$ cat src/rtl/dispatch_pkg.sv
package dispatch_pkg;
  typedef enum logic [0:0] {
    ST_IDLE = 1'b0,
    ST_SCAN = 1'b1
  } scan_state_e;
endpackage

$ cat src/rtl/grid_walker.sv
module grid_walker #(
  parameter int DIM_W = 16
) (
  input  logic             clk_i,
  input  logic             rst_ni,
  input  logic             load_i,
  input  logic [DIM_W-1:0] bx_i,
  input  logic [DIM_W-1:0] by_i,
  input  logic [DIM_W-1:0] bz_i,
  input  logic             adv_i,
  output logic [DIM_W-1:0] x_o,
  output logic [DIM_W-1:0] y_o,
  output logic [DIM_W-1:0] z_o,
  output logic [DIM_W-1:0] bnd_x_o
);
  logic [DIM_W-1:0] bx_q, by_q, bz_q, x_q, y_q, z_q;
  logic x_wrap, y_wrap;

  assign x_wrap = ((DIM_W+1)'(x_q) + (DIM_W+1)'(1)) >= (DIM_W+1)'(bx_q);
  assign y_wrap = ((DIM_W+1)'(y_q) + (DIM_W+1)'(1)) >= (DIM_W+1)'(by_q);

  always_ff @(posedge clk_i or negedge rst_ni) begin
    if (!rst_ni) begin
      bx_q <= '0; by_q <= '0; bz_q <= '0;
      x_q  <= '0; y_q  <= '0; z_q  <= '0;
    end else if (load_i) begin
      bx_q <= bx_i; by_q <= by_i; bz_q <= bz_i;
      x_q  <= '0;   y_q  <= '0;   z_q  <= '0;
    end else if (adv_i) begin
      if (!x_wrap) begin
        x_q <= x_q + DIM_W'(1);
      end else begin
        x_q <= '0;
        if (!y_wrap) begin
          y_q <= y_q + DIM_W'(1);
        end else begin
          y_q <= '0;
          if (z_q < bz_q) z_q <= z_q + DIM_W'(1); // saturate, no wrap
        end
      end
    end
  end

  assign x_o     = x_q;
  assign y_o     = y_q;
  assign z_o     = z_q;
  assign bnd_x_o = bx_q;
endmodule

$ cat src/rtl/active_tracker.sv
module active_tracker #(
  parameter int N_CLU = 4,
  parameter int ACT_W = 4,
  parameter int CLU_W = 2
) (
  input  logic                   clk_i,
  input  logic                   rst_ni,
  input  logic                   inc_i,
  input  logic [CLU_W-1:0]       inc_id_i,
  input  logic [N_CLU-1:0]       retire_i,
  output logic [N_CLU*ACT_W-1:0] act_o,
  output logic                   all_idle_o
);
  for (genvar c = 0; c < N_CLU; c++) begin : g_clu
    logic [ACT_W-1:0] cnt_q;
    logic up, dn;
    assign up = inc_i && (inc_id_i == CLU_W'(c));
    assign dn = retire_i[c] && (cnt_q != '0);
    always_ff @(posedge clk_i or negedge rst_ni) begin
      if (!rst_ni) cnt_q <= '0;
      else         cnt_q <= cnt_q + ACT_W'(up) - ACT_W'(dn);
    end
    assign act_o[c*ACT_W +: ACT_W] = cnt_q;
  end

  assign all_idle_o = (act_o == '0);
endmodule

$ cat src/rtl/grid_dispatcher.sv
module grid_dispatcher
  import dispatch_pkg::*;
#(
  parameter int N_CLU            = 4,
  parameter int MAX_ACTIVE       = 8,
  parameter int DIM_W            = 16,
  parameter int THR_W            = 11,
  parameter int THREADS_PER_CORE = 256,
  localparam int CLU_W = (N_CLU > 1) ? $clog2(N_CLU) : 1,
  localparam int ACT_W = $clog2(MAX_ACTIVE + 1),
  localparam int REM_W = 3 * DIM_W
) (
  input  logic               clk_i,
  input  logic               rst_ni,
  input  logic               launch_i,
  input  logic [DIM_W-1:0]   grid_x_i,
  input  logic [DIM_W-1:0]   grid_y_i,
  input  logic [DIM_W-1:0]   grid_z_i,
  input  logic [REM_W-1:0]   blk_cap_i,
  input  logic [ACT_W-1:0]   clu_limit_i,
  input  logic [THR_W-1:0]   blk_threads_i,
  input  logic               step_i,
  input  logic [N_CLU-1:0]   retire_i,
  output logic               issue_o,
  output logic [CLU_W-1:0]   issue_clu_o,
  output logic [DIM_W-1:0]   issue_x_o,
  output logic [DIM_W-1:0]   issue_y_o,
  output logic [DIM_W-1:0]   issue_z_o,
  output logic               err_o,
  output logic               done_o
);
  scan_state_e            st_q;
  logic [CLU_W-1:0]       ptr_q;
  logic [REM_W-1:0]       rem_q;
  logic [ACT_W-1:0]       lim_q;
  logic [N_CLU*ACT_W-1:0] act_q;
  logic                   all_idle;
  logic [DIM_W-1:0]       cur_x, cur_y, cur_z, bnd_x;
  logic                   bad_kernel, grant;
  logic [ACT_W-1:0]       lim_eff, ptr_act;
  logic [REM_W-1:0]       grid_size;

  assign bad_kernel = 32'(blk_threads_i) > THREADS_PER_CORE;
  assign lim_eff    = (32'(clu_limit_i) > MAX_ACTIVE) ? ACT_W'(MAX_ACTIVE) : clu_limit_i;
  assign grid_size  = REM_W'(grid_x_i) * REM_W'(grid_y_i) * REM_W'(grid_z_i);
  assign ptr_act    = act_q[ptr_q*ACT_W +: ACT_W];
  assign grant      = !launch_i && (st_q == ST_SCAN) && (rem_q != '0) &&
                      (((ACT_W+1)'(ptr_act) + (ACT_W+1)'(1)) <= (ACT_W+1)'(lim_q));

  grid_walker #(.DIM_W(DIM_W)) u_walker (
    .clk_i   (clk_i),
    .rst_ni  (rst_ni),
    .load_i  (launch_i),
    .bx_i    (grid_x_i),
    .by_i    (grid_y_i),
    .bz_i    (grid_z_i),
    .adv_i   (grant),
    .x_o     (cur_x),
    .y_o     (cur_y),
    .z_o     (cur_z),
    .bnd_x_o (bnd_x)
  );

  active_tracker #(.N_CLU(N_CLU), .ACT_W(ACT_W), .CLU_W(CLU_W)) u_tracker (
    .clk_i      (clk_i),
    .rst_ni     (rst_ni),
    .inc_i      (grant),
    .inc_id_i   (ptr_q),
    .retire_i   (retire_i),
    .act_o      (act_q),
    .all_idle_o (all_idle)
  );

  always_ff @(posedge clk_i or negedge rst_ni) begin
    if (!rst_ni) begin
      st_q        <= ST_IDLE;
      ptr_q       <= '0;
      rem_q       <= '0;
      lim_q       <= '0;
      err_o       <= 1'b0;
      issue_o     <= 1'b0;
      issue_clu_o <= '0;
      issue_x_o   <= '0;
      issue_y_o   <= '0;
      issue_z_o   <= '0;
    end else begin
      issue_o <= 1'b0;
      if (launch_i) begin
        st_q  <= ST_IDLE;
        lim_q <= lim_eff;
        err_o <= bad_kernel;
        if (bad_kernel)              rem_q <= '0;
        else if (blk_cap_i != '0)    rem_q <= blk_cap_i;
        else                         rem_q <= grid_size;
      end else begin
        case (st_q)
          ST_IDLE: begin
            if (step_i && rem_q != '0) begin
              st_q  <= ST_SCAN;
              ptr_q <= '0;
            end
          end
          default: begin
            if (grant) begin
              issue_o     <= 1'b1;
              issue_clu_o <= ptr_q;
              issue_x_o   <= cur_x;
              issue_y_o   <= cur_y;
              issue_z_o   <= cur_z;
              rem_q       <= rem_q - REM_W'(1);
            end
            if (ptr_q == CLU_W'(N_CLU - 1) || (grant && rem_q == REM_W'(1)))
              st_q <= ST_IDLE;
            ptr_q <= ptr_q + CLU_W'(1);
          end
        endcase
      end
    end
  end

  assign done_o = (rem_q == '0) && all_idle;
endmodule

$ cat config.mk
export PLATFORM = sky130hd
export DESIGN_NAME = grid_dispatcher
export DESIGN_NICKNAME = d
export VERILOG_FILES = /design/src/rtl/dispatch_pkg.sv /design/src/rtl/grid_walker.sv /design/src/rtl/active_tracker.sv /design/src/rtl/grid_dispatcher.sv
export SDC_FILE = /design/constraint.sdc
export NUM_CORES = 2
export LEC_CHECK = 0
export ABC_CLOCK_PERIOD_IN_PS = 4600
export CELL_PAD_IN_SITES_DETAIL_PLACEMENT = 0
export CELL_PAD_IN_SITES_GLOBAL_PLACEMENT = 1
export CORE_MARGIN = 2
export CORE_UTILIZATION = 47
export DETAILED_ROUTE_END_ITERATION = 8
export DONT_BUFFER_PORTS = 1
export GPL_TIMING_DRIVEN = 0
export PLACE_DENSITY_LB_ADDON = 0.15
export SETUP_SLACK_MARGIN = 0.5
export SLEW_MARGIN = 20
export SYNTH_ARGS = -nofsm -noshare
export SYNTH_HDL_FRONTEND = slang
export SYNTH_SLANG_ARGS = --single-unit
$ cat constraint.sdc
create_clock -name clk_i -period 4.6 [get_ports clk_i]
set_clock_uncertainty 0.1 [all_clocks]
set_input_delay 0.23 -clock clk_i [delete_from_list [all_inputs] [get_ports clk_i]]
set_output_delay 0.23 -clock clk_i [all_outputs]
set_load 0.03 [all_outputs]
==> summary.txt <==
Status
  • Status: finished with violations
  • Failing checks: hold timing, setup timing

Synth
  • Count leader, synth: inv_1
  • Post-synth top area share: 32.0%
  • Predominant post-synthesis flop cell: dfrtp_1
  • Area leader, netlist: fa_1
  • Post-synth net total: about 5600
  • Synth area leaders: fa_1, dfrtp_1, ha_1
  • Cell Area, Synth: slightly below 0.04 mm^2
  • Commonest cells in the netlist: inv_1, nand2_1, fa_1
  • Synthesized instance count: 4534
  • Post-synth EDFFs: 0
  • Synthesis Warnings: 0
  • Sequential share of the synthesized area: 14.2%
  • Post-synth ARST share: 100%
  • Synth Register Bits: ~220
  • Post-synthesis average cell area: 8.51 um^2
  • Library cells used by synthesis: 82

Route
  • Via density: 5.70
  • First DRT Iteration DRCs: 2830
  • ANT nets after route: 0
  • Final wirelength: 136000 um
  • 1st-pass router iterations: 8
  • DRC Markers: 0
  • Vias: 33700
  • Wire length per cell: 23.0 um

Timing
  • Final setup fails: 43
  • Final Max Tran Viols: 0
  • Crit share post-route: 251%
  • Worst Hold Slack: -0.731 ns
  • Min Tclk post-route: about 12 ns
  • Slew @ Worst Pin: roughly 1.1 ns
  • RSZ-0062 raised after global routing: true
  • Slew HR: between 20% and 30%
  • Final worst slack: -6.96 ns
  • Final Hold Vio Count: 220
  • F_max: 0.0865 GHz

Clocking
  • CTS tree: done
  • CTS max path bufs: 3
  • Clock-pin slew on the worst setup and hold paths: 0.07 ns
  • CTS Hold Bufs: 81
  • H-Tree Depth: 1
  • Clock buffer count from CTS: 23
  • Clock sink count: 219
  • Clock latency on the worst-skew pair: 0.57 ns
  • CTS Root Cell: clkbuf_16

Floorplan
  • Starting Density: a little under half
  • Die height: 290 um
  • I/O Pins: approximately 170
  • Row cnt: about 110
  • Die Area: 0.0844 mm^2
  • Core area: approximately 0.082 mm^2
  • Chip Width: 290 um

Global route
  • GRT overflow: 0
  • Largest net degree at the start of global routing: 220
  • Vias in the first global route: 35200
  • First-pass GRT wire length: 212000 um
  • Antenna violations before repair: 6
  • Total track usage: 32.6%

Critical path
  • CP Max Fanout: 8
  • Slowest stage delay, CP: 0.65 ns
  • WS Path Type: input pin to flop
  • CP most frequent cell: fa_1
  • Critical path required time: 4.90 ns
  • Critical Path AT: around 12 ns
  • Slowest-stage cell, CP: fa_2
  • Startpoint types: input pin
  • Crit. End Element: flop

Placed design
  • Placer congestion estimate: 0.943
  • Area post-placement: 0.0411 mm^2
  • DP HPWL: 106000 um
  • Dpl cells: approximately 5600
  • Port Buffers: 0

Final layout
  • Area added between synthesis and finish: 22.3%
  • Fin nets: 5871
  • Layout cell share with drive strength beyond 1: 17.3%
  • Non-filler cells, final: around 5900
  • Final non-filler cell area: 0.0472 mm^2

Worst hold path
  • HP Class: input pin to async pin

Flow run
  • Max-cap viol count: 0
## sequential cells by signal, indices dropped and copies added (netlist names), 2 cells and up
signal and cells:
rem_q 48, issue_x_o 16, issue_y_o 16, issue_z_o 16, u_tracker.g_clu.cnt_q 16, u_walker.bnd_x_o 16, u_walker.by_q 16, u_walker.bz_q 16
u_walker.x_o 16, u_walker.y_o 16, u_walker.z_o 16, lim_q 4, issue_clu_o 2, ptr_q 2
## worst max-delay path: cells and delay by family
kind                       cells  cell delay, ns
AOI/OAI and AO/OA             11            2.12
xor gates and xnor gates       1            0.36
adders and majority gates     14            6.57
buffers and inverters         12            1.06
and+or+nand+nor                7            1.49
## routing by layer
layer / vias to the layer above / share of wire [%] / track usage [%]
met1: 17000 / 41 / 44.2
met2: 1377 / 47 / 53.0
met5: - / 0.010 / 0
li1: 15100 / - / -
met3: 259 / 7.9 / 5.77
met4: 2 / 4.0 / 11.0
## area by class of cell
cell class / instances / area [um^2]
inverter: 778 / 2930
multi-input combinational: 3275 / 32300
tap: 1070 / 1340
antenna: 4 / 10.0
clock inverter: 12 / 143
buffer: 262 / 1930
sequential: 219 / 5480
fill: 7454 / 34500
timing repair buffer: 272 / 2420
clock buffer: 30 / 632
## what timing repair did
| item | 4_1_cts | 5_1_grt |
|---|---|---|
| pin swaps | 238 | 151 |
| gates cloned | 3 | 3 |
| setup endpoints to repair | 132 | 142 |
| buffers inserted | 138 | 46 |
| gates resized for setup | 445 | 225 |
| endpoints found under the hold margin | 301 | 219 |
## through the flow
step	hold WS, ns	utilization (%)	setup TNS (ns)	setup WS [ns]
6_report	-0.731	57.7	-243.73	-6.96
4_1_cts	-0.778	56.1	-239.93	-6.82
3_3_place_gp	-0.162	50.2	-301.12	-8.87
5_1_grt	-0.746	57.7	-254.85	-7.25
3_5_place_dp	-0.162	50.2	-299.98	-8.77
2_1_floorplan	-0.166	-	-226.88	-6.43
## placed cells by master (no fill, tap or decap), drive strengths merged, types with 10 or more instances in the layout
cell type    Yosys  final
and2           251    251
nand2b          43     43
o21ai          147    147
xor2            49     49
or2             10     10
fa             616    616
nand2          718    718
nand3b          21     21
ha             305    305
o311ai          16     16
nor3            63     63
or3             35     35
a21o            54     54
buf             26    224
nand4           28     28
clkbuf         236    259
o31ai           19     19
dlygate4sd3      0     81
dfrtp          219    219
nor2b           20     20
a211oi          24     24
and4            13     13
nand3          126    126
o22ai           22     22
or4             17     17
o22a            10     10
a21oi          165    165
a31oi           28     28
and3            58     58
o21bai          11     11
inv            778    781
o41ai           10     10
a311oi          17     17
o211ai          18     18
nor2           136    136
o21a            21     21
xnor2           60     60
nor4            47     47
## worst paths after layout
path                                               from                      endpoint  slack [ns]  cells after the start
max                                         grid_y_i[4]         rem_q[46]$_DFFE_PN0P_       -6.96                     45
max in group asynchronous                        rst_ni         rem_q[44]$_DFFE_PN0P_        4.60                      0
min                                              rst_ni      issue_y_o[0]$_DFFE_PN0P_       -0.73                      0
max reg2reg                        ptr_q[0]$_DFFE_PN0P_  u_walker.z_o[13]$_DFFE_PN0P_        0.34                     17
min reg2reg                u_walker.y_o[15]$_DFFE_PN0P_  u_walker.y_o[15]$_DFFE_PN0P_        0.40                      2
min in group clk_i                             launch_i   u_walker.y_o[6]$_DFFE_PN0P_           0                      4
## kinds of logic (layout without fill, tap and decap cells)
group / count (synthesis) / after routing / synth area share (%)
XOR/XNOR: 109 / 109 / 2.47
multiplexers: 11 / 11 / 0.425
other: 0 / 4 / 0
flip-flops: 219 / 219 / 14.2
buffers and inverters: 1040 / 1354 / 10.2
adder cells (fa/ha/maj): 921 / 921 / 41.9
AND/OR/NAND/NOR: 1605 / 1605 / 20.3
AO/OA/AOI/OAI: 629 / 629 / 10.5
Power is left out: the tool's default activity adds up to more than one toggle a clock period on the data nets, which glitch-free logic cannot reach.
